`config.mk`:
```
export PLATFORM = sky130hd
export DESIGN_NAME = tdep_engine
export DESIGN_NICKNAME = d
export VERILOG_FILES = /design/src/rtl/tdep_pkg.sv /design/src/rtl/tdep_ready_fifo.sv /design/src/rtl/tdep_task_table.sv /design/src/rtl/tdep_dep_table.sv /design/src/rtl/tdep_engine.sv
export SDC_FILE = /design/constraint.sdc
export NUM_CORES = 2
export LEC_CHECK = 0
export BUFFER_PORTS_ARGS = -buffer_cell sky130_fd_sc_hd__buf_2
export CORE_MARGIN = 2
export CORE_UTILIZATION = 60
export CTS_BUF_LIST = sky130_fd_sc_hd__clkbuf_4 sky130_fd_sc_hd__clkbuf_8 sky130_fd_sc_hd__clkbuf_16
export CTS_CLUSTER_DIAMETER = 200
export DETAILED_ROUTE_END_ITERATION = 16
export PLACE_DENSITY = 0.76
export SYNTH_ARGS = -nofsm -noshare
export SYNTH_HDL_FRONTEND = slang
export SYNTH_SLANG_ARGS = --single-unit
```
`constraint.sdc`:
```
create_clock -name clk -period 11.75 [get_ports clk]
set_clock_uncertainty 0.2 [all_clocks]
set_input_delay 1.7625 -clock clk [delete_from_list [all_inputs] [get_ports clk]]
set_output_delay 1.7625 -clock clk [all_outputs]
set_load 0.03 [all_outputs]
```
`src/rtl/tdep_pkg.sv`:
```
package tdep_pkg;
  typedef enum logic [1:0] {
    OP_CREATE = 2'd0,
    OP_ADD    = 2'd1,
    OP_FINISH = 2'd2,
    OP_GET    = 2'd3
  } op_e;

  typedef enum logic [2:0] {
    S_IDLE,
    S_ADD_WR,
    S_ADD_RD,
    S_ADD_END,
    S_FIN_SUCC,
    S_FIN_DEP
  } st_e;
endpackage

```
`src/rtl/tdep_ready_fifo.sv`:
```
module tdep_ready_fifo #(
  parameter int DEPTH = 16,
  parameter int W     = 4
) (
  input  logic         clk,
  input  logic         rst_n,
  input  logic         push,
  input  logic [W-1:0] push_data,
  input  logic         pop,
  output logic [W-1:0] head,
  output logic         empty,
  output logic         full
);
  localparam int PW = $clog2(DEPTH);
  localparam int CW = $clog2(DEPTH + 1);

  logic [W-1:0]  mem_q [DEPTH];
  logic [PW-1:0] wp_q, rp_q, wp_d, rp_d;
  logic [CW-1:0] cnt_q, cnt_d;

  always_comb begin
    wp_d  = wp_q;
    rp_d  = rp_q;
    cnt_d = cnt_q;
    if (push) begin
      wp_d = (wp_q == PW'(DEPTH - 1)) ? '0 : wp_q + PW'(1);
    end
    if (pop) begin
      rp_d = (rp_q == PW'(DEPTH - 1)) ? '0 : rp_q + PW'(1);
    end
    if (push && !pop) cnt_d = cnt_q + CW'(1);
    if (pop && !push) cnt_d = cnt_q - CW'(1);
  end

  always_ff @(posedge clk or negedge rst_n) begin
    if (!rst_n) begin
      wp_q  <= '0;
      rp_q  <= '0;
      cnt_q <= '0;
    end else begin
      wp_q  <= wp_d;
      rp_q  <= rp_d;
      cnt_q <= cnt_d;
    end
  end

  for (genvar i = 0; i < DEPTH; i++) begin : g_slot
    always_ff @(posedge clk) begin
      if (push && wp_q == PW'(i)) mem_q[i] <= push_data;
    end
  end

  assign head  = mem_q[rp_q];
  assign empty = (cnt_q == '0);
  assign full  = (cnt_q == CW'(DEPTH));

  p_no_overflow_r6: assert property (@(posedge clk) disable iff (!rst_n)
    push |-> !full);
  p_no_underflow_r9: assert property (@(posedge clk) disable iff (!rst_n)
    pop |-> !empty);
endmodule

```
`src/rtl/tdep_task_table.sv`:
```
module tdep_task_table #(
  parameter int NTASK  = 16,
  parameter int NDEP   = 16,
  parameter int ADDR_W = 32
) (
  input  logic                       clk,
  input  logic                       rst_n,
  input  logic                       create_en,
  input  logic [$clog2(NTASK)-1:0]   create_id,
  input  logic [ADDR_W-1:0]          create_desc,
  input  logic                       edge_en,
  input  logic [$clog2(NTASK)-1:0]   edge_from,
  input  logic [$clog2(NTASK)-1:0]   edge_to,
  input  logic                       mark_en,
  input  logic [$clog2(NTASK)-1:0]   mark_task,
  input  logic [$clog2(NDEP)-1:0]    mark_dep,
  input  logic                       seal_en,
  input  logic [$clog2(NTASK)-1:0]   seal_id,
  input  logic                       dec_en,
  input  logic [$clog2(NTASK)-1:0]   dec_id,
  input  logic                       free_en,
  input  logic [$clog2(NTASK)-1:0]   free_id,
  input  logic [$clog2(NTASK)-1:0]   a_id,
  output logic [ADDR_W-1:0]          a_desc,
  output logic [$clog2(NTASK+1)-1:0] a_nsucc,
  output logic [$clog2(NTASK+1)-1:0] a_pred,
  output logic [NTASK-1:0]           a_succ_row,
  output logic [NDEP-1:0]            a_dep_row,
  input  logic [$clog2(NTASK)-1:0]   b_id,
  output logic [$clog2(NTASK+1)-1:0] b_pred,
  output logic                       b_valid,
  output logic                       b_sealed
);
  localparam int TID_W = $clog2(NTASK);
  localparam int CNT_W = $clog2(NTASK + 1);

  logic [ADDR_W-1:0] desc_q  [NTASK];
  logic [ADDR_W-1:0] desc_d  [NTASK];
  logic [CNT_W-1:0]  nsucc_q [NTASK];
  logic [CNT_W-1:0]  nsucc_d [NTASK];
  logic [CNT_W-1:0]  pred_q  [NTASK];
  logic [CNT_W-1:0]  pred_d  [NTASK];
  logic [NTASK-1:0]  succ_q  [NTASK];
  logic [NTASK-1:0]  succ_d  [NTASK];
  logic [NDEP-1:0]   deps_q  [NTASK];
  logic [NDEP-1:0]   deps_d  [NTASK];
  logic [NTASK-1:0]  valid_q, valid_d, sealed_q, sealed_d, en;
  logic [NTASK-1:0]  hc, hf, hes, hed, hm, hs, hd;
  logic              edge_ok;

  always_comb begin
    edge_ok = edge_en && (edge_from != edge_to) && !succ_q[edge_from][edge_to];
    for (int i = 0; i < NTASK; i++) begin
      hc[i]  = create_en && (create_id == TID_W'(i));
      hf[i]  = free_en   && (free_id   == TID_W'(i));
      hes[i] = edge_ok   && (edge_from == TID_W'(i));
      hed[i] = edge_ok   && (edge_to   == TID_W'(i));
      hm[i]  = mark_en   && (mark_task == TID_W'(i));
      hs[i]  = seal_en   && (seal_id   == TID_W'(i));
      hd[i]  = dec_en    && (dec_id    == TID_W'(i));
      en[i]  = hc[i] | hf[i] | hes[i] | hed[i] | hm[i] | hs[i] | hd[i];

      desc_d[i]   = hc[i] ? create_desc : desc_q[i];
      nsucc_d[i]  = nsucc_q[i];
      pred_d[i]   = pred_q[i];
      succ_d[i]   = succ_q[i];
      deps_d[i]   = deps_q[i];
      valid_d[i]  = valid_q[i];
      sealed_d[i] = sealed_q[i];
      if (hc[i] || hf[i]) begin
        nsucc_d[i]  = '0;
        succ_d[i]   = '0;
        deps_d[i]   = '0;
        valid_d[i]  = hc[i];
        sealed_d[i] = 1'b0;
        if (hc[i]) pred_d[i] = '0;
      end else begin
        if (hes[i]) begin
          nsucc_d[i]           = nsucc_q[i] + CNT_W'(1);
          succ_d[i][edge_to]   = 1'b1;
        end
        if (hed[i]) pred_d[i] = pred_q[i] + CNT_W'(1);
        if (hd[i])  pred_d[i] = pred_q[i] - CNT_W'(1);
        if (hm[i])  deps_d[i][mark_dep] = 1'b1;
        if (hs[i])  sealed_d[i] = 1'b1;
      end
    end
  end

  always_ff @(posedge clk or negedge rst_n) begin
    if (!rst_n) begin
      valid_q  <= '0;
      sealed_q <= '0;
      for (int i = 0; i < NTASK; i++) begin
        desc_q[i]  <= '0;
        nsucc_q[i] <= '0;
        pred_q[i]  <= '0;
        succ_q[i]  <= '0;
        deps_q[i]  <= '0;
      end
    end else begin
      for (int i = 0; i < NTASK; i++) begin
        if (en[i]) begin
          desc_q[i]   <= desc_d[i];
          nsucc_q[i]  <= nsucc_d[i];
          pred_q[i]   <= pred_d[i];
          succ_q[i]   <= succ_d[i];
          deps_q[i]   <= deps_d[i];
          valid_q[i]  <= valid_d[i];
          sealed_q[i] <= sealed_d[i];
        end
      end
    end
  end

  assign a_desc     = desc_q[a_id];
  assign a_nsucc    = nsucc_q[a_id];
  assign a_pred     = pred_q[a_id];
  assign a_succ_row = succ_q[a_id];
  assign a_dep_row  = deps_q[a_id];
  assign b_pred     = pred_q[b_id];
  assign b_valid    = valid_q[b_id];
  assign b_sealed   = sealed_q[b_id];

  p_dec_nonzero_r6: assert property (@(posedge clk) disable iff (!rst_n)
    dec_en |-> (pred_q[dec_id] != '0));
endmodule

```
`src/rtl/tdep_dep_table.sv`:
```
module tdep_dep_table #(
  parameter int NTASK = 16,
  parameter int NDEP  = 16
) (
  input  logic                     clk,
  input  logic                     rst_n,
  input  logic [$clog2(NDEP)-1:0]  op_dep,
  input  logic [$clog2(NTASK)-1:0] op_task,
  input  logic                     rd_add_en,
  input  logic                     wr_set_en,
  input  logic                     drop_en,
  input  logic [$clog2(NDEP)-1:0]  q_dep,
  output logic                     q_wrv,
  output logic [$clog2(NTASK)-1:0] q_wr,
  output logic [NTASK-1:0]         q_readers
);
  localparam int TID_W = $clog2(NTASK);
  localparam int DID_W = $clog2(NDEP);

  logic [TID_W-1:0] wr_q  [NDEP];
  logic [TID_W-1:0] wr_d  [NDEP];
  logic [NTASK-1:0] rdr_q [NDEP];
  logic [NTASK-1:0] rdr_d [NDEP];
  logic [NDEP-1:0]  wrv_q, wrv_d, en;

  always_comb begin
    for (int j = 0; j < NDEP; j++) begin
      en[j]    = (rd_add_en || wr_set_en || drop_en) && (op_dep == DID_W'(j));
      wr_d[j]  = wr_q[j];
      wrv_d[j] = wrv_q[j];
      rdr_d[j] = rdr_q[j];
      if (wr_set_en) begin
        rdr_d[j] = '0;
        wr_d[j]  = op_task;
        wrv_d[j] = 1'b1;
      end else if (rd_add_en) begin
        rdr_d[j][op_task] = 1'b1;
      end else if (drop_en) begin
        rdr_d[j][op_task] = 1'b0;
        if (wr_q[j] == op_task) wrv_d[j] = 1'b0;
      end
    end
  end

  always_ff @(posedge clk or negedge rst_n) begin
    if (!rst_n) begin
      wrv_q <= '0;
      for (int j = 0; j < NDEP; j++) begin
        wr_q[j]  <= '0;
        rdr_q[j] <= '0;
      end
    end else begin
      for (int j = 0; j < NDEP; j++) begin
        if (en[j]) begin
          wr_q[j]  <= wr_d[j];
          wrv_q[j] <= wrv_d[j];
          rdr_q[j] <= rdr_d[j];
        end
      end
    end
  end

  assign q_wrv     = wrv_q[q_dep];
  assign q_wr      = wr_q[q_dep];
  assign q_readers = rdr_q[q_dep];

  p_one_update_r4: assert property (@(posedge clk) disable iff (!rst_n)
    $countones({rd_add_en, wr_set_en, drop_en}) <= 1);
endmodule

```
`src/rtl/tdep_engine.sv`:
```
module tdep_engine
  import tdep_pkg::*;
#(
  parameter int NTASK  = 16,
  parameter int NDEP   = 16,
  parameter int ADDR_W = 32
) (
  input  logic                       clk,
  input  logic                       rst_n,
  input  logic                       cmd_valid,
  output logic                       cmd_ready,
  input  logic [1:0]                 cmd_op,
  input  logic [$clog2(NTASK)-1:0]   cmd_task,
  input  logic [$clog2(NDEP)-1:0]    cmd_dep,
  input  logic                       cmd_out,
  input  logic                       cmd_last,
  input  logic [ADDR_W-1:0]          cmd_desc,
  output logic                       rsp_valid,
  output logic [ADDR_W-1:0]          rsp_desc,
  output logic [$clog2(NTASK+1)-1:0] rsp_nsucc
);
  localparam int TID_W = $clog2(NTASK);
  localparam int DID_W = $clog2(NDEP);
  localparam int CNT_W = $clog2(NTASK + 1);
  localparam int IDX_W = (TID_W > DID_W) ? TID_W : DID_W;

  st_e              state_q, state_d;
  logic [IDX_W-1:0] idx_q, idx_d;
  logic [TID_W-1:0] cur_task_q;
  logic [DID_W-1:0] cur_dep_q;
  logic             cur_out_q, cur_last_q;
  op_e              op;
  logic             accept, get_acc;

  logic             create_en, edge_en, mark_en, seal_en, dec_en, free_en;
  logic [TID_W-1:0] edge_from, a_id;
  logic [ADDR_W-1:0] a_desc;
  logic [CNT_W-1:0] a_nsucc, a_pred, b_pred;
  logic [NTASK-1:0] a_succ_row;
  logic [NDEP-1:0]  a_dep_row;
  logic             b_valid, b_sealed;

  logic             rd_add_en, wr_set_en, drop_en;
  logic [DID_W-1:0] op_dep;
  logic             q_wrv;
  logic [TID_W-1:0] q_wr;
  logic [NTASK-1:0] q_readers;

  logic             push, pop, fifo_empty, fifo_full;
  logic [TID_W-1:0] push_data, fifo_head;
  logic             task_last, dep_last;
  logic [TID_W-1:0] idx_t;
  logic [DID_W-1:0] idx_d_sl;

  assign op        = op_e'(cmd_op);
  assign cmd_ready = (state_q == S_IDLE);
  assign accept    = cmd_valid && cmd_ready;
  assign get_acc   = accept && (op == OP_GET);
  assign idx_t     = idx_q[TID_W-1:0];
  assign idx_d_sl  = idx_q[DID_W-1:0];
  assign task_last = (idx_q == IDX_W'(NTASK - 1));
  assign dep_last  = (idx_q == IDX_W'(NDEP - 1));
  assign a_id      = (state_q == S_IDLE) ? fifo_head : cur_task_q;

  always_comb begin
    state_d   = state_q;
    idx_d     = idx_q;
    create_en = 1'b0;
    edge_en   = 1'b0;
    edge_from = q_wr;
    mark_en   = 1'b0;
    seal_en   = 1'b0;
    dec_en    = 1'b0;
    free_en   = 1'b0;
    rd_add_en = 1'b0;
    wr_set_en = 1'b0;
    drop_en   = 1'b0;
    op_dep    = cur_dep_q;
    push      = 1'b0;
    push_data = cur_task_q;
    pop       = 1'b0;
    case (state_q)
      S_IDLE: begin
        if (cmd_valid) begin
          case (op)
            OP_CREATE: create_en = 1'b1;
            OP_ADD:    state_d   = S_ADD_WR;
            OP_FINISH: begin
              state_d = S_FIN_SUCC;
              idx_d   = '0;
            end
            default:   pop = !fifo_empty;
          endcase
        end
      end
      S_ADD_WR: begin
        mark_en   = 1'b1;
        edge_en   = q_wrv;
        rd_add_en = !cur_out_q;
        idx_d     = '0;
        state_d   = cur_out_q ? S_ADD_RD : S_ADD_END;
      end
      S_ADD_RD: begin
        edge_from = idx_t;
        edge_en   = q_readers[idx_t];
        idx_d     = idx_q + IDX_W'(1);
        if (task_last) begin
          wr_set_en = 1'b1;
          state_d   = S_ADD_END;
        end
      end
      S_ADD_END: begin
        seal_en = cur_last_q;
        push    = cur_last_q && (a_pred == '0);
        state_d = S_IDLE;
      end
      S_FIN_SUCC: begin
        dec_en    = a_succ_row[idx_t] && b_valid && (b_pred != '0);
        push      = dec_en && (b_pred == CNT_W'(1)) && b_sealed;
        push_data = idx_t;
        idx_d     = idx_q + IDX_W'(1);
        if (task_last) begin
          idx_d   = '0;
          state_d = S_FIN_DEP;
        end
      end
      S_FIN_DEP: begin
        op_dep  = idx_d_sl;
        drop_en = a_dep_row[idx_d_sl];
        idx_d   = idx_q + IDX_W'(1);
        if (dep_last) begin
          free_en = 1'b1;
          state_d = S_IDLE;
        end
      end
      default: state_d = S_IDLE;
    endcase
  end

  always_ff @(posedge clk or negedge rst_n) begin
    if (!rst_n) begin
      state_q <= S_IDLE;
      idx_q   <= '0;
    end else begin
      state_q <= state_d;
      idx_q   <= idx_d;
    end
  end

  always_ff @(posedge clk or negedge rst_n) begin
    if (!rst_n) begin
      cur_task_q <= '0;
      cur_dep_q  <= '0;
      cur_out_q  <= 1'b0;
      cur_last_q <= 1'b0;
    end else if (accept) begin
      cur_task_q <= cmd_task;
      cur_dep_q  <= cmd_dep;
      cur_out_q  <= cmd_out;
      cur_last_q <= cmd_last;
    end
  end

  always_ff @(posedge clk or negedge rst_n) begin
    if (!rst_n) begin
      rsp_valid <= 1'b0;
      rsp_desc  <= '0;
      rsp_nsucc <= '0;
    end else begin
      rsp_valid <= get_acc;
      if (get_acc) begin
        rsp_desc  <= fifo_empty ? '0 : a_desc;
        rsp_nsucc <= fifo_empty ? '0 : a_nsucc;
      end
    end
  end

  tdep_task_table #(.NTASK(NTASK), .NDEP(NDEP), .ADDR_W(ADDR_W)) u_tasks (
    .clk, .rst_n,
    .create_en, .create_id(cmd_task), .create_desc(cmd_desc),
    .edge_en, .edge_from, .edge_to(cur_task_q),
    .mark_en, .mark_task(cur_task_q), .mark_dep(cur_dep_q),
    .seal_en, .seal_id(cur_task_q),
    .dec_en, .dec_id(idx_t),
    .free_en, .free_id(cur_task_q),
    .a_id, .a_desc, .a_nsucc, .a_pred, .a_succ_row, .a_dep_row,
    .b_id(idx_t), .b_pred, .b_valid, .b_sealed
  );

  tdep_dep_table #(.NTASK(NTASK), .NDEP(NDEP)) u_deps (
    .clk, .rst_n,
    .op_dep, .op_task(cur_task_q),
    .rd_add_en, .wr_set_en, .drop_en,
    .q_dep(cur_dep_q), .q_wrv, .q_wr, .q_readers
  );

  tdep_ready_fifo #(.DEPTH(NTASK), .W(TID_W)) u_rq (
    .clk, .rst_n,
    .push, .push_data, .pop,
    .head(fifo_head), .empty(fifo_empty), .full(fifo_full)
  );

  p_rsp_after_get_r9: assert property (@(posedge clk) disable iff (!rst_n)
    rsp_valid |-> $past(cmd_valid && cmd_ready && cmd_op == 2'd3));
  p_add_busy_r10: assert property (@(posedge clk) disable iff (!rst_n)
    (cmd_valid && cmd_ready && cmd_op == 2'd1) |=> !cmd_ready);
  p_fin_busy_r10: assert property (@(posedge clk) disable iff (!rst_n)
    (cmd_valid && cmd_ready && cmd_op == 2'd2) |=> !cmd_ready);
endmodule

```
==> run metrics <==
Worst setup SP type flop; Cells after Synth 9354; IO Count 86; core area 141800 sq um; layout cells sized above 1 0.1260; Clk Latency, worst-skew pair approximately 0.85 ns; Placement Setup Slack 3.661 ns; Setup crit end kind flop; Final Max Tran Viols 0; WP data arrival 8.97 ns; DR vias 77459; Avg Vias per Cell 6.985; global-route wire length before repair between 400000 and 500000 um; Finish-stage setup viols 0; Synth top area share 0.4718; Seq/Total Area, Yosys 0.4942; grt total ovfl 0; initial core utilization 0.6061; syn_nets 9494; largest cells by area after synthesis dfrtp_1 47%, nand2_1 10%, a21oi_1 5.8%; Leakage ~44 nW; area grow syn2layout 9.557%; initial DRC count roughly 13000; final cycle utilization of the critical path 0.7206; drc violations 0; largest net degree at the start of global routing 257; setup_tns 0 ns; fin nets between 9000 and 10000; All-Layer GR Usage 0.4163; most frequent cell after synthesis nand2_1; Post-synth EDFFs 64; gpl congestion 1.061; maximum clock path buffer count 3; Post-Syn Area 85920 sq um; Post-CTS Repair Setup Buffers 0; Synth Flop Type dfrtp_1; site row count 138; fmax ~0.12 GHz; root buffer cell clkbuf_16; first-pass detailed-route iteration total 9; Antenna Nets Post-Route 0; Ys Warns 0; CTS tree built; vias in the first global route 73666; # hold bufs at CTS 0; unrepaired setup endpoints after global routing false; routed length per instance 27.86 um; worst-path maximum fanout 146; post-synth top area cell dfrtp_1; H-tree depth 4; clk sinks 1684; Tightest Pin Transition 1.437 ns; Num CTS Buffers 175; CP required 12.26 ns; die area approximately 150000 sq um; initial antenna violation count 15; peak supply drop 0.0003262 V; Port Buf Inserts 85; Chip Width approximately 380 um; status completed; Total Routed Length just over 300000 um; Resize count post-CTS 0; fin worst setup slack 3.283 ns; dpl hpwl between 150000 and 200000 um; worst hold path type flop to flop; top post-synthesis cells by count 2401 x nand2_1, 1620 x dfrtp_1, 993 x a21oi_1; Max-Cap Viols 0; Total Power between 20 and 25 mW; register bit count reported by yosys around 1700; shortest period the worst path allows 8.467 ns; final hold violations 0; kind of critical path flop to flop; pwr dens 222.1 nW/um^2; Avg Inst Size Synth 9.185 sq um; Die Ht 382.4 um; relative slew slack 0.03947; Worst-path clk slew 0.06 ns; share of synthesized flip-flops with an asynchronous set or reset 0.9620; Distinct cells, synth roughly 100
final timing paths:
path | start | endpoint | slack (ns) | depth (start not counted)
max in group asynchronous | rst_n | idx_d_sl[0] | 8.20 | 3
worst min register to register | u_tasks.desc_q[46] | u_tasks.desc_q[46] | 0.27 | 2
worst max register to register | u_rq.rp_q[0] | u_rq.cnt_q[4] | 3.28 | 21
worst max-delay path | u_rq.rp_q[0] | u_rq.cnt_q[4] | 3.28 | 21
min in group asynchronous | rst_n | u_tasks.succ_q[10] | 0.75 | 1
worst min-delay path | u_tasks.desc_q[46] | u_tasks.desc_q[46] | 0.27 | 2
where the power goes:
group	switching (mW)	leakage, nW	internal, mW
clock network	2.49	3.05	3.36
logic	6.30	18.2	2.12
registers	0.410	22.7	6.24
total	9.20	43.9	11.7
logic make-up (layout without fill, tap and decap cells):
family / count (synthesis) / after routing / share of synthesized area
AND/OR/NAND/NOR: 4070 / 4070 / 0.2015
AO/OA/AOI/OAI: 1922 / 1922 / 0.1438
flip-flops: 1684 / 1684 / 0.4942
buffers and inverters: 888 / 721 / 0.04204
multiplexers: 571 / 571 / 0.09071
XOR/XNOR: 126 / 126 / 0.01284
adder cells (fa/ha/maj): 93 / 93 / 0.01494
other: 0 / 13 / 0
final cells by class:
class	count	area [sq um]
antenna	13	32.53
clock buffer	269	5460
clock inverter	54	624.3
fill	10940	47630
inverter	96	360.3
multi-input combinational	6782	40580
sequential	1684	42480
tap	1890	2365
timing repair buffer	302	2232
through the flow:
| step | hold slack (ns) | area (sq um) | std cells | util |
|---|---|---|---|---|
| floorplan | 0.2383 | 85920 | 9354 | - |
| detailed placement | 0.2549 | 88010 | 10754 | 0.6208 |
| global route | 0.2859 | 94110 | 11081 | 0.6639 |
| CTS | 0.2684 | 94100 | 11077 | 0.6638 |
| finish | 0.2655 | 94130 | 11090 | 0.6640 |
| global placement | 0.2480 | 88010 | 10754 | 0.6208 |
worst max-delay path, cell delays in order (launching register included):
cell and delay (ns):
dfrtp_1 0.85, mux4_2 0.58, mux2i_1 0.37, o221a_4 0.71, buf_12 0.60, nand3_1 0.40, o22ai_1 0.31, a2111oi_0 0.11
a211o_1 0.34, nor2_1 0.73, nand4_1 0.63, nand2_1 0.54, inv_1 0.12, ha_1 0.33, xor2_1 0.18, ha_1 0.23
o21ai_0 0.18, a21oi_1 0.09, a21oi_1 0.19, xor2_1 0.17, nor2_1 0.07, xor2_1 0.14
layout by cell type (no fill, tap or decap), types with 39 or more instances in the layout:
master     synthesis  routed
nand4_1           83      83
nand2_1         2401    2390
mux2_2           201     201
buf_2            118      84
a31oi_1           91      91
mux2i_1          224     223
xor2_1            39      39
a211oi_1          53      52
edfxtp_1          64      64
clkbuf_16          0     180
and2_1            41      41
a22o_1           208     208
ha_1              77      77
mux4_2           146     146
xnor2_1           87      87
clkbuf_8           0      46
a21oi_1          993     982
dfrtp_1         1620    1612
nor3_1           306     283
buf_4             17     204
and3_1           120     120
o21ai_0          101      91
a22oi_1           43      40
nand3_1          287     282
clkbuf_4           0      43
inv_1             94      94
a311oi_1         120     120
nor2_1           591     564
nor4_1           102      85
nand2b_1          40      40
flip-flops by register name, summed over array words and instances (netlist names), 32 cells and up:
signal           flops
u_tasks.nsucc_q     80
u_deps.wr_q         64
u_deps.rdr_q       256
u_tasks.pred_q      80
u_tasks.succ_q     256
u_rq.mem_q          64
rsp_desc            32
u_tasks.desc_q     512
u_tasks.deps_q     256
per-layer routing:
layer / up-vias / GRT usage / wire, um
li1: 32092 / - / -
met2: 6103 / 0.5834 / 129200
met4: 18 / 0.2291 / 19980
met5: - / 0.005291 / 255
met3: 1386 / 0.1469 / 45430
met1: 37860 / 0.5647 / 114100
No activity file was read; power rests on OpenSTA's default activity.
